==> config.mk <==
export PLATFORM = sky130hd
export DESIGN_NAME = simd_mulshift
export DESIGN_NICKNAME = d
export VERILOG_FILES = /design/src/rtl/simd_ms_pkg.sv /design/src/rtl/simd_ms_lane_mul.sv /design/src/rtl/simd_ms_narrow.sv /design/src/rtl/simd_ms_pack.sv /design/src/rtl/simd_ms_ctrl.sv /design/src/rtl/simd_mulshift.sv
export SDC_FILE = /design/constraint.sdc
export NUM_CORES = 2
export LEC_CHECK = 0
export BUFFER_PORTS_ARGS = -buffer_cell sky130_fd_sc_hd__buf_2
export CAP_MARGIN = 20
export CELL_PAD_IN_SITES_DETAIL_PLACEMENT = 0
export CELL_PAD_IN_SITES_GLOBAL_PLACEMENT = 2
export CORE_ASPECT_RATIO = 2
export CORE_MARGIN = 2
export CORE_UTILIZATION = 42
export CTS_CLUSTER_SIZE = 8
export DETAILED_ROUTE_END_ITERATION = 7
export GPL_TIMING_DRIVEN = 0
export MAX_ROUTING_LAYER = met4
export PLACE_DENSITY = 0.81
export SLEW_MARGIN = 20
export SYNTH_ARGS = -nofsm -noshare
export SYNTH_HDL_FRONTEND = slang
export SYNTH_SLANG_ARGS = --single-unit
==> constraint.sdc <==
create_clock -name clk -period 8.71 [get_ports clk]
set_input_delay 0 -clock clk [delete_from_list [all_inputs] [get_ports clk]]
set_output_delay 0 -clock clk [all_outputs]
set_load 0.03 [all_outputs]
==> src/rtl/simd_ms_pkg.sv <==
`timescale 1ns/1ps
package simd_ms_pkg;
    typedef enum logic [1:0] {
        MODE_EVEN   = 2'b00,
        MODE_ODD    = 2'b01,
        MODE_NARROW = 2'b10,
        MODE_RSVD   = 2'b11
    } op_mode_e;

    typedef enum logic {
        ST_EMPTY  = 1'b0,
        ST_LOADED = 1'b1
    } ctl_state_e;
endpackage

==> src/rtl/simd_ms_lane_mul.sv <==
`timescale 1ns/1ps
module simd_ms_lane_mul #(
    parameter int W = 16
) (
    input  logic [W-1:0]   a,
    input  logic [W-1:0]   b,
    input  logic           is_signed,
    output logic [2*W-1:0] prod
);
    localparam int PW = 2 * W;

    logic signed [PW-1:0] a_s, b_s, p_s;
    logic        [PW-1:0] a_u, b_u, p_u;

    always_comb begin
        a_s = $signed({{W{a[W-1]}}, a});
        b_s = $signed({{W{b[W-1]}}, b});
        a_u = {{W{1'b0}}, a};
        b_u = {{W{1'b0}}, b};
        p_s = a_s * b_s;
        p_u = a_u * b_u;
        prod = is_signed ? p_s : p_u;
    end
endmodule

==> src/rtl/simd_ms_narrow.sv <==
`timescale 1ns/1ps
module simd_ms_narrow #(
    parameter int W   = 16,
    parameter int SH0 = 0,
    parameter int SH1 = 7,
    parameter int SH2 = 15,
    parameter int SH3 = 16
) (
    input  logic [2*W-1:0] prod,
    input  logic [1:0]     code,
    input  logic           arith,
    output logic [W-1:0]   lane_out
);
    localparam int EW = 3 * W;
    localparam int AW = $clog2(EW + 1);

    logic [EW-1:0] ext;
    logic [AW-1:0] amt;

    always_comb begin
        unique case (code)
            2'b00: amt = AW'(SH0);
            2'b01: amt = AW'(SH1);
            2'b10: amt = AW'(SH2);
            2'b11: amt = AW'(SH3);
        endcase
        ext      = {{W{arith & prod[2*W-1]}}, prod};
        lane_out = ext[amt +: W];
    end
endmodule

==> src/rtl/simd_ms_pack.sv <==
`timescale 1ns/1ps
module simd_ms_pack
    import simd_ms_pkg::*;
#(
    parameter int W     = 16,
    parameter int LANES = 4
) (
    input  logic [1:0]                   mode,
    input  logic [LANES-1:0][2*W-1:0]    prod,
    input  logic [LANES-1:0][W-1:0]      nar,
    output logic [LANES*W-1:0]           packed_out
);
    localparam int PAIRS = LANES / 2;

    logic [LANES*W-1:0] wide_v, narrow_v;
    logic               pick_odd;

    assign pick_odd = (mode == MODE_ODD);

    for (genvar k = 0; k < PAIRS; k++) begin : g_wide
        assign wide_v[k*2*W +: 2*W] = pick_odd ? prod[2*k+1] : prod[2*k];
    end

    for (genvar i = 0; i < LANES; i++) begin : g_nar
        assign narrow_v[i*W +: W] = nar[i];
    end

    assign packed_out = (mode == MODE_NARROW) ? narrow_v : wide_v;
endmodule

==> src/rtl/simd_ms_ctrl.sv <==
`timescale 1ns/1ps
module simd_ms_ctrl
    import simd_ms_pkg::*;
(
    input  logic       clk,
    input  logic       rst_n,
    input  logic       in_valid,
    input  logic [1:0] mode,
    output logic       load_en,
    output logic       out_valid
);
    ctl_state_e state_q, state_d;
    logic       accept;

    assign accept = in_valid && (mode != MODE_RSVD);

    always_ff @(posedge clk) begin
        if (!rst_n) state_q <= ST_EMPTY;
        else        state_q <= state_d;
    end

    always_comb begin
        unique case (state_q)
            ST_EMPTY:  state_d = accept ? ST_LOADED : ST_EMPTY;
            ST_LOADED: state_d = accept ? ST_LOADED : ST_EMPTY;
        endcase
    end

    always_comb begin
        out_valid = (state_q == ST_LOADED);
        load_en   = accept;
    end

    assert_valid_follows_R9: assert property (@(posedge clk) disable iff (!rst_n)
        (in_valid && mode != MODE_RSVD) |=> out_valid);

    assert_valid_drops_R10: assert property (@(posedge clk) disable iff (!rst_n)
        !(in_valid && mode != MODE_RSVD) |=> !out_valid);
endmodule

==> src/rtl/simd_mulshift.sv <==
`timescale 1ns/1ps
module simd_mulshift
    import simd_ms_pkg::*;
#(
    parameter int W     = 16,
    parameter int LANES = 4,
    parameter int SH0   = 0,
    parameter int SH1   = 7,
    parameter int SH2   = 15,
    parameter int SH3   = 16
) (
    input  logic                 clk,
    input  logic                 rst_n,
    input  logic                 in_valid,
    input  logic [1:0]           mode,
    input  logic                 unsigned_sel,
    input  logic [1:0]           shift_code,
    input  logic [LANES*W-1:0]   opa,
    input  logic [LANES*W-1:0]   opb,
    output logic                 out_valid,
    output logic [LANES*W-1:0]   result
);
    localparam int DW = LANES * W;

    logic [LANES-1:0][2*W-1:0] prod;
    logic [LANES-1:0][W-1:0]   nar;
    logic [DW-1:0]             result_d;
    logic                      load_en;
    logic                      mul_signed;
    logic                      arith;

    // widening modes are always signed; the form select only steers narrowing
    assign mul_signed = (mode != MODE_NARROW) || !unsigned_sel;
    assign arith      = !unsigned_sel;

    for (genvar i = 0; i < LANES; i++) begin : g_lane
        simd_ms_lane_mul #(.W(W)) u_mul (
            .a         (opa[i*W +: W]),
            .b         (opb[i*W +: W]),
            .is_signed (mul_signed),
            .prod      (prod[i])
        );
        simd_ms_narrow #(.W(W), .SH0(SH0), .SH1(SH1), .SH2(SH2), .SH3(SH3)) u_nar (
            .prod     (prod[i]),
            .code     (shift_code),
            .arith    (arith),
            .lane_out (nar[i])
        );
    end

    simd_ms_pack #(.W(W), .LANES(LANES)) u_pack (
        .mode       (mode),
        .prod       (prod),
        .nar        (nar),
        .packed_out (result_d)
    );

    simd_ms_ctrl u_ctrl (
        .clk       (clk),
        .rst_n     (rst_n),
        .in_valid  (in_valid),
        .mode      (mode),
        .load_en   (load_en),
        .out_valid (out_valid)
    );

    always_ff @(posedge clk) begin
        if (!rst_n)       result <= '0;
        else if (load_en) result <= result_d;
    end

    assert_result_hold_R10: assert property (@(posedge clk) disable iff (!rst_n)
        !load_en |=> $stable(result));

    // a nonzero signed product of two nonzero lanes carries the XOR of their signs
    assert_even_sign_R2: assert property (@(posedge clk) disable iff (!rst_n)
        (in_valid && mode == MODE_EVEN && opa[W-1:0] != '0 && opb[W-1:0] != '0)
        |=> result[2*W-1] == $past(opa[W-1] ^ opb[W-1]));
endmodule

-- Yosys cells after proc, flatten, opt, wreduce, memory -nomap -nowiden
Index checks and enable logic that the tools add are counted.
- register bits after elaboration: 65
- output and inout bits: 65
- logic and storage cells: 38
- multipliers: 8
- equality and inequality tests: 7
- shifts and indexed selects: 4
- multiplexer cells: 9
- bitwise gates (word level): 4
- reduce and logical (&&, ||, !) cells: 4
- operators by type and width (operator ; count):
    multiplier 16 x 16 -> 32 bit ; 8
    2-to-1 mux 32 bit ; 6
    indexed part select 48 x 7 -> 16 bit ; 4
    2-to-1 mux 64 bit ; 1
    case mux 6 bit (4 select lines) ; 1
    equality test 2 bit (second input constant) ; 3
    bitwise AND 1 bit ; 4
    equality test 2 x 1 -> 1 bit (second input constant) ; 2
    inequality test 2 bit (second input constant) ; 2
    logical NOT 2 bit ; 1
    logical AND 1 bit ; 1
    logical NOT 1 bit ; 1
    logical OR 1 bit ; 1
    2-to-1 mux 1 bit ; 1

-- Logic depth before layout (Yosys ltp)
- word-level depth: 6
- gate-level depth with buffers: 27
- depth with buffers taken out: 25

-- By module
Synthesis repeated with hierarchy kept, for this count alone.
- cell total of the unflattened synthesis: 7354
- area, all modules: 67227.0 sq um
- by module, submodules not included (module ; times used ; cells an instance ; area an instance (sq um) ; sequential area each (sq um)):
    simd_ms_lane_mul at g_lane[1].u_mul ... ; 2 ; 1652 ; 14726.6 ; 0.0
    simd_ms_lane_mul at g_lane[0].u_mul ; 1 ; 1685 ; 14926.8 ; 0.0
    simd_ms_lane_mul at g_lane[3].u_mul ; 1 ; 1665 ; 14815.5 ; 0.0
    simd_ms_narrow ; 4 ; 69 ; 825.8 ; 0.0
    simd_mulshift ; 1 ; 208 ; 2462.4 ; 1281.2
    simd_ms_pack ; 1 ; 213 ; 2228.4 ; 0.0
    simd_ms_ctrl ; 1 ; 3 ; 37.5 ; 20.0

-- Worst setup path after synthesis
Ideal clock, no wire load.
- path kind: input port to flip-flop
- start point: in opa[58]
- end point: reg result[56]
- library setup time: 0.131 ns
- arrival time: 6.616 ns
- required time: 8.579 ns
- path slack: 1.963 ns
- cell stages on the path: 25
- path through: clkbuf_1 -> clkbuf_1 -> nand2_1 -> fa_1 -> fa_1 -> inv_1 -> fa_1 -> inv_1 -> fa_1 -> inv_1 -> fa_1 -> inv_1 -> fa_1 -> inv_1 -> ha_1 -> a211oi_1 -> o21ai_1 -> o211a_1 -> a21oi_1 -> a221o_1 -> a31oi_2 -> xnor2_1 -> mux4_2 -> a2111oi_0 -> nor3_1
- word-level cells in the longest chain between the ends: 5
- RTL lines (item ; line ; source):
    start: declaration ; simd_mulshift.sv:18 ; input logic [LANES*W-1:0] opa,
    multiplier 16 x 16 -> 32 bit, on equally long branches ; simd_ms_lane_mul.sv:21, simd_ms_lane_mul.sv:20 ;
    2-to-1 mux 32 bit (*) ; simd_ms_lane_mul.sv:22 ; prod = is_signed ? p_s : p_u;
    bitwise AND 1 bit ; simd_ms_narrow.sv:27 ; ext = {{W{arith & prod[2*W-1]}}, prod};
    indexed part select 48 x 7 -> 16 bit ; simd_ms_narrow.sv:28 ; lane_out = ext[amt +: W];
    2-to-1 mux 64 bit (*) ; simd_ms_pack.sv:28 ; assign packed_out = (mode == MODE_NARROW) ? narrow_v : wide_v;
    end signal: assignment ; simd_mulshift.sv:69 ; else if (load_en) result <= result_d;
    end: declaration ; simd_mulshift.sv:21 ; output logic [LANES*W-1:0] result
Every way passes the cells marked *; elsewhere a longest branch is shown, timed or not.
A chain may end at the register's enable or synchronous reset.

-- Final worst setup path
- start point: in opb[63]
- end point: reg result[60]
- word-level cells in the longest chain between the ends: 5
- RTL lines (item ; line ; source):
    start: declaration ; simd_mulshift.sv:19 ; input logic [LANES*W-1:0] opb,
    multiplier 16 x 16 -> 32 bit, on equally long branches ; simd_ms_lane_mul.sv:21, simd_ms_lane_mul.sv:20 ;
    2-to-1 mux 32 bit (*) ; simd_ms_lane_mul.sv:22 ;
    bitwise AND 1 bit ; simd_ms_narrow.sv:27 ;
    indexed part select 48 x 7 -> 16 bit ; simd_ms_narrow.sv:28 ;
    2-to-1 mux 64 bit (*) ; simd_ms_pack.sv:28 ;
Marks and branches as above.

==> flow_metrics.tcl <==
set metrics [dict create \
    place_congestion 1.141 \
    worstHoldStart "opb[48]" \
    startpoint_type "primary input" \
    fin_crit_sh_pct 98.29 \
    r2r_slack_ps 7230 \
    core_um2 159000 \
    antenna_found_initial 48 \
    dr.max_layer_used "met4" \
    crit_family "adder cells" \
    worst_pin_slew_ps 1369 \
    met2_length_um 164100 \
    grt_pass1_vias 64530 \
    ys.flop_type "dfxtp_1" \
    vias 58800 \
    boundaryPins 201 \
    rows 207 \
    holdPathEnd "result[32]" \
    min_path_type "in2reg" \
    drv_slew 0 \
    rr_worst_depth 4 \
    numCtsBuffers 9 \
    syn_area_um2 67300 \
    grt_usage_pct 42.20 \
    setup-violations-final 0 \
    final_cell_mix "inv_1, fa_1, nand2_1" \
    antenna_left 0 \
    yosys_warnings 0 \
    maxSlewHeadroom_pct 7.741 \
    r2r-start "result[7]" \
    place_hpwl_um 281000 \
    slowest_delay_ps 820 \
    fin_nets 10240 \
    endpoint_kind "flip-flop" \
    r2r_end "result[7]" \
    cp_cell_sequence "clkbuf_1 -> inv_1 -> clkbuf_1 -> nor2_1 -> fa_1 -> inv_1 -> fa_1 -> fa_1 -> fa_1 -> fa_1 -> fa_1 -> inv_1 -> ha_1 -> inv_1 -> nor3_1 -> a31o_2 -> a21oi_1 -> o41ai_1 -> mux2i_1 -> a22oi_1 -> mux2i_1 -> a211oi_1 -> o32ai_1" \
    worst_ep_required_time_ps 8970 \
    fp.dieH_um 570.1 \
    path_buf_inv 6 \
    wl_met3_um 20880 \
    crit_path_frequent_cell "fa_1" \
    avgRoutedWirePerCell_um 32.10 \
    synth_edf_count 0 \
    portBuffers 196 \
    hold_viol_final 0 \
    grt-ovfl-total 0 \
    fmax_mhz 116.8 \
    fin_skew_ps 0 \
    drtIter0Drc 3652 \
    ys_ff_latch 65 \
    final_common_cell "inv_1" \
    worstSetupPathType "in2reg" \
    status "finished clean" \
    routed_via_density 5.770 \
    cts.sinks 65 \
    initial_core_util_pct 42.32 \
    holdPathStages 3 \
    syn_area_per_cell_um2 8.638 \
    cp.arrival_ps 8820 \
    drt-met1-wl_um 99510 \
    area_growth_pct 7.439 \
    clk_latency_ps 400 \
    drc 0 \
    grt_first_pass_wirelength_um 467600 \
    cp_slowest_cell "o41ai_1" \
    final_cell_area_um2 72300 \
    cts-root-buf "clkbuf_16" \
    netlist_instances 7791 \
    die_w_um 287.1 \
    grt_max_degree 17 \
    cap_violations 0 \
    totalWireLength_um 327100 \
    fp.dieArea_um2 163600 \
    clockBufferDepth 2 \
    period_minus_slack_ps 8561 \
    clkTransAtPathRegs_ps 80 \
    rsz0062_at_grt "false" \
    first_pass_iters 5 \
    synth_cell_types 105 \
    cts_max_level 3 \
    async_reset_ff_share_pct 0 \
    cts_tree "yes" \
    cp_max_fo 10 \
    synth_seq_area_share_pct 1.934 \
    drive_gt1_share_pct 5.996 \
    synth_nets 10000 \
    dpl-instance-area_um2 71650 \
]
per-stage QoR:
stage,hold WS (ps),setup TNS (ps),setup WS (ps),std cells,utilization [%]
after floorplan,239.1,0,1963,7791,-
after global placement,445.4,-14740,-927.6,10080,44.58
after detailed placement,439.6,-6941,-626.5,10110,45.06
after CTS,274.6,0,28.76,10120,45.27
after global routing,296.3,0,30.68,10180,45.44
final,286.9,0,149.3,10190,45.47
routing by layer:
layer	vias up	global-route usage, %
met3	1229	10.10
met5	-	-
met2	2499	70.39
met1	30030	38.00
li1	25040	-
met4	0	43.35
how the worst max path moves through the flow:
stage,cells past startpoint,endpoint,slack (ps),start
2_1_floorplan,25,result[56],1960,opa[58]
3_3_place_gp,23,result[58],-930,opb[63]
3_5_place_dp,25,result[13],-630,opa[15]
4_1_cts,24,result[13],30,opb[2]
5_1_grt,22,result[56],30,opb[63]
6_report,23,result[60],150,opb[63]
cells in the mapped netlist, types with 14 or more instances:
cell       number  share of area [%]
inv_1        1861                 10
fa_1         1464                 44
nand2_1       782                4.4
ha_1          610                 11
and2_1        490                4.6
nor2_1        278                1.6
a21oi_1       275                2.0
o21ai_0       264                2.0
clkbuf_1      262                1.5
xnor2_1       144                1.9
a21o_1         88               0.98
a211oi_1       78               0.87
o211ai_1       73               0.81
xor2_1         69               0.90
dfxtp_1        65                1.9
mux2i_1        64               0.95
nor3_1         62               0.46
o21a_1         62               0.69
nand3_1        56               0.42
a31oi_1        54               0.50
and3_1         42               0.39
nand2b_1       35               0.33
o221ai_1       30               0.39
nand4_1        29               0.27
o31ai_1        28               0.31
or3_1          28               0.26
nor2b_1        27               0.25
o21bai_1       26               0.29
a211o_1        24               0.31
a2111oi_0      20               0.26
o2111ai_1      19               0.25
o22ai_1        19               0.18
a31o_2         18               0.23
mux2_2         18               0.30
o211a_1        18               0.27
a221oi_1       17               0.22
nor4_1         16               0.15
a21boi_0       15               0.17
a221o_1        14               0.21
tightest hold or removal path: stages:
cell	delay (ps)
buf_2	250
a31oi_1	230
a41oi_2	170
registers in the layout, indices dropped and copies added, names as in the netlist:
| register | cells |
|---|---|
| result | 64 |
| u_ctrl.out_valid | 1 |
repair_timing:
action                     in CTS  in global routing
setup endpoints to repair       4                 20
hold buffers                    0                  0
gates resized for setup         1                 12
setup buffers                   0                  5
cell families after synthesis:
logic type	count (synthesis)	synth area share (%)
adders and majority gates	2074	54.89
DFF	65	1.934
muxes	89	1.487
and+or+nand+nor	1909	13.75
xor gates and xnor gates	214	2.806
AOI/OAI and AO/OA	1284	12.91
buffers and inverters	2156	12.22
layout make-up:
cell class | instances | area, um^2
inverters | 1864 | 7000
well taps | 2090 | 2615
flip-flops and latches | 65 | 1301
clock inverters | 7 | 118.9
diodes | 62 | 155.1
plain buffers | 289 | 1311
clock buffers | 9 | 225.2
fillers | 15930 | 86720
multi-input cells | 5570 | 58060
repair buffers | 235 | 1519
Power is not shown: default switching activity piles up to over one toggle a cycle in this logic, so the estimate is an artifact.
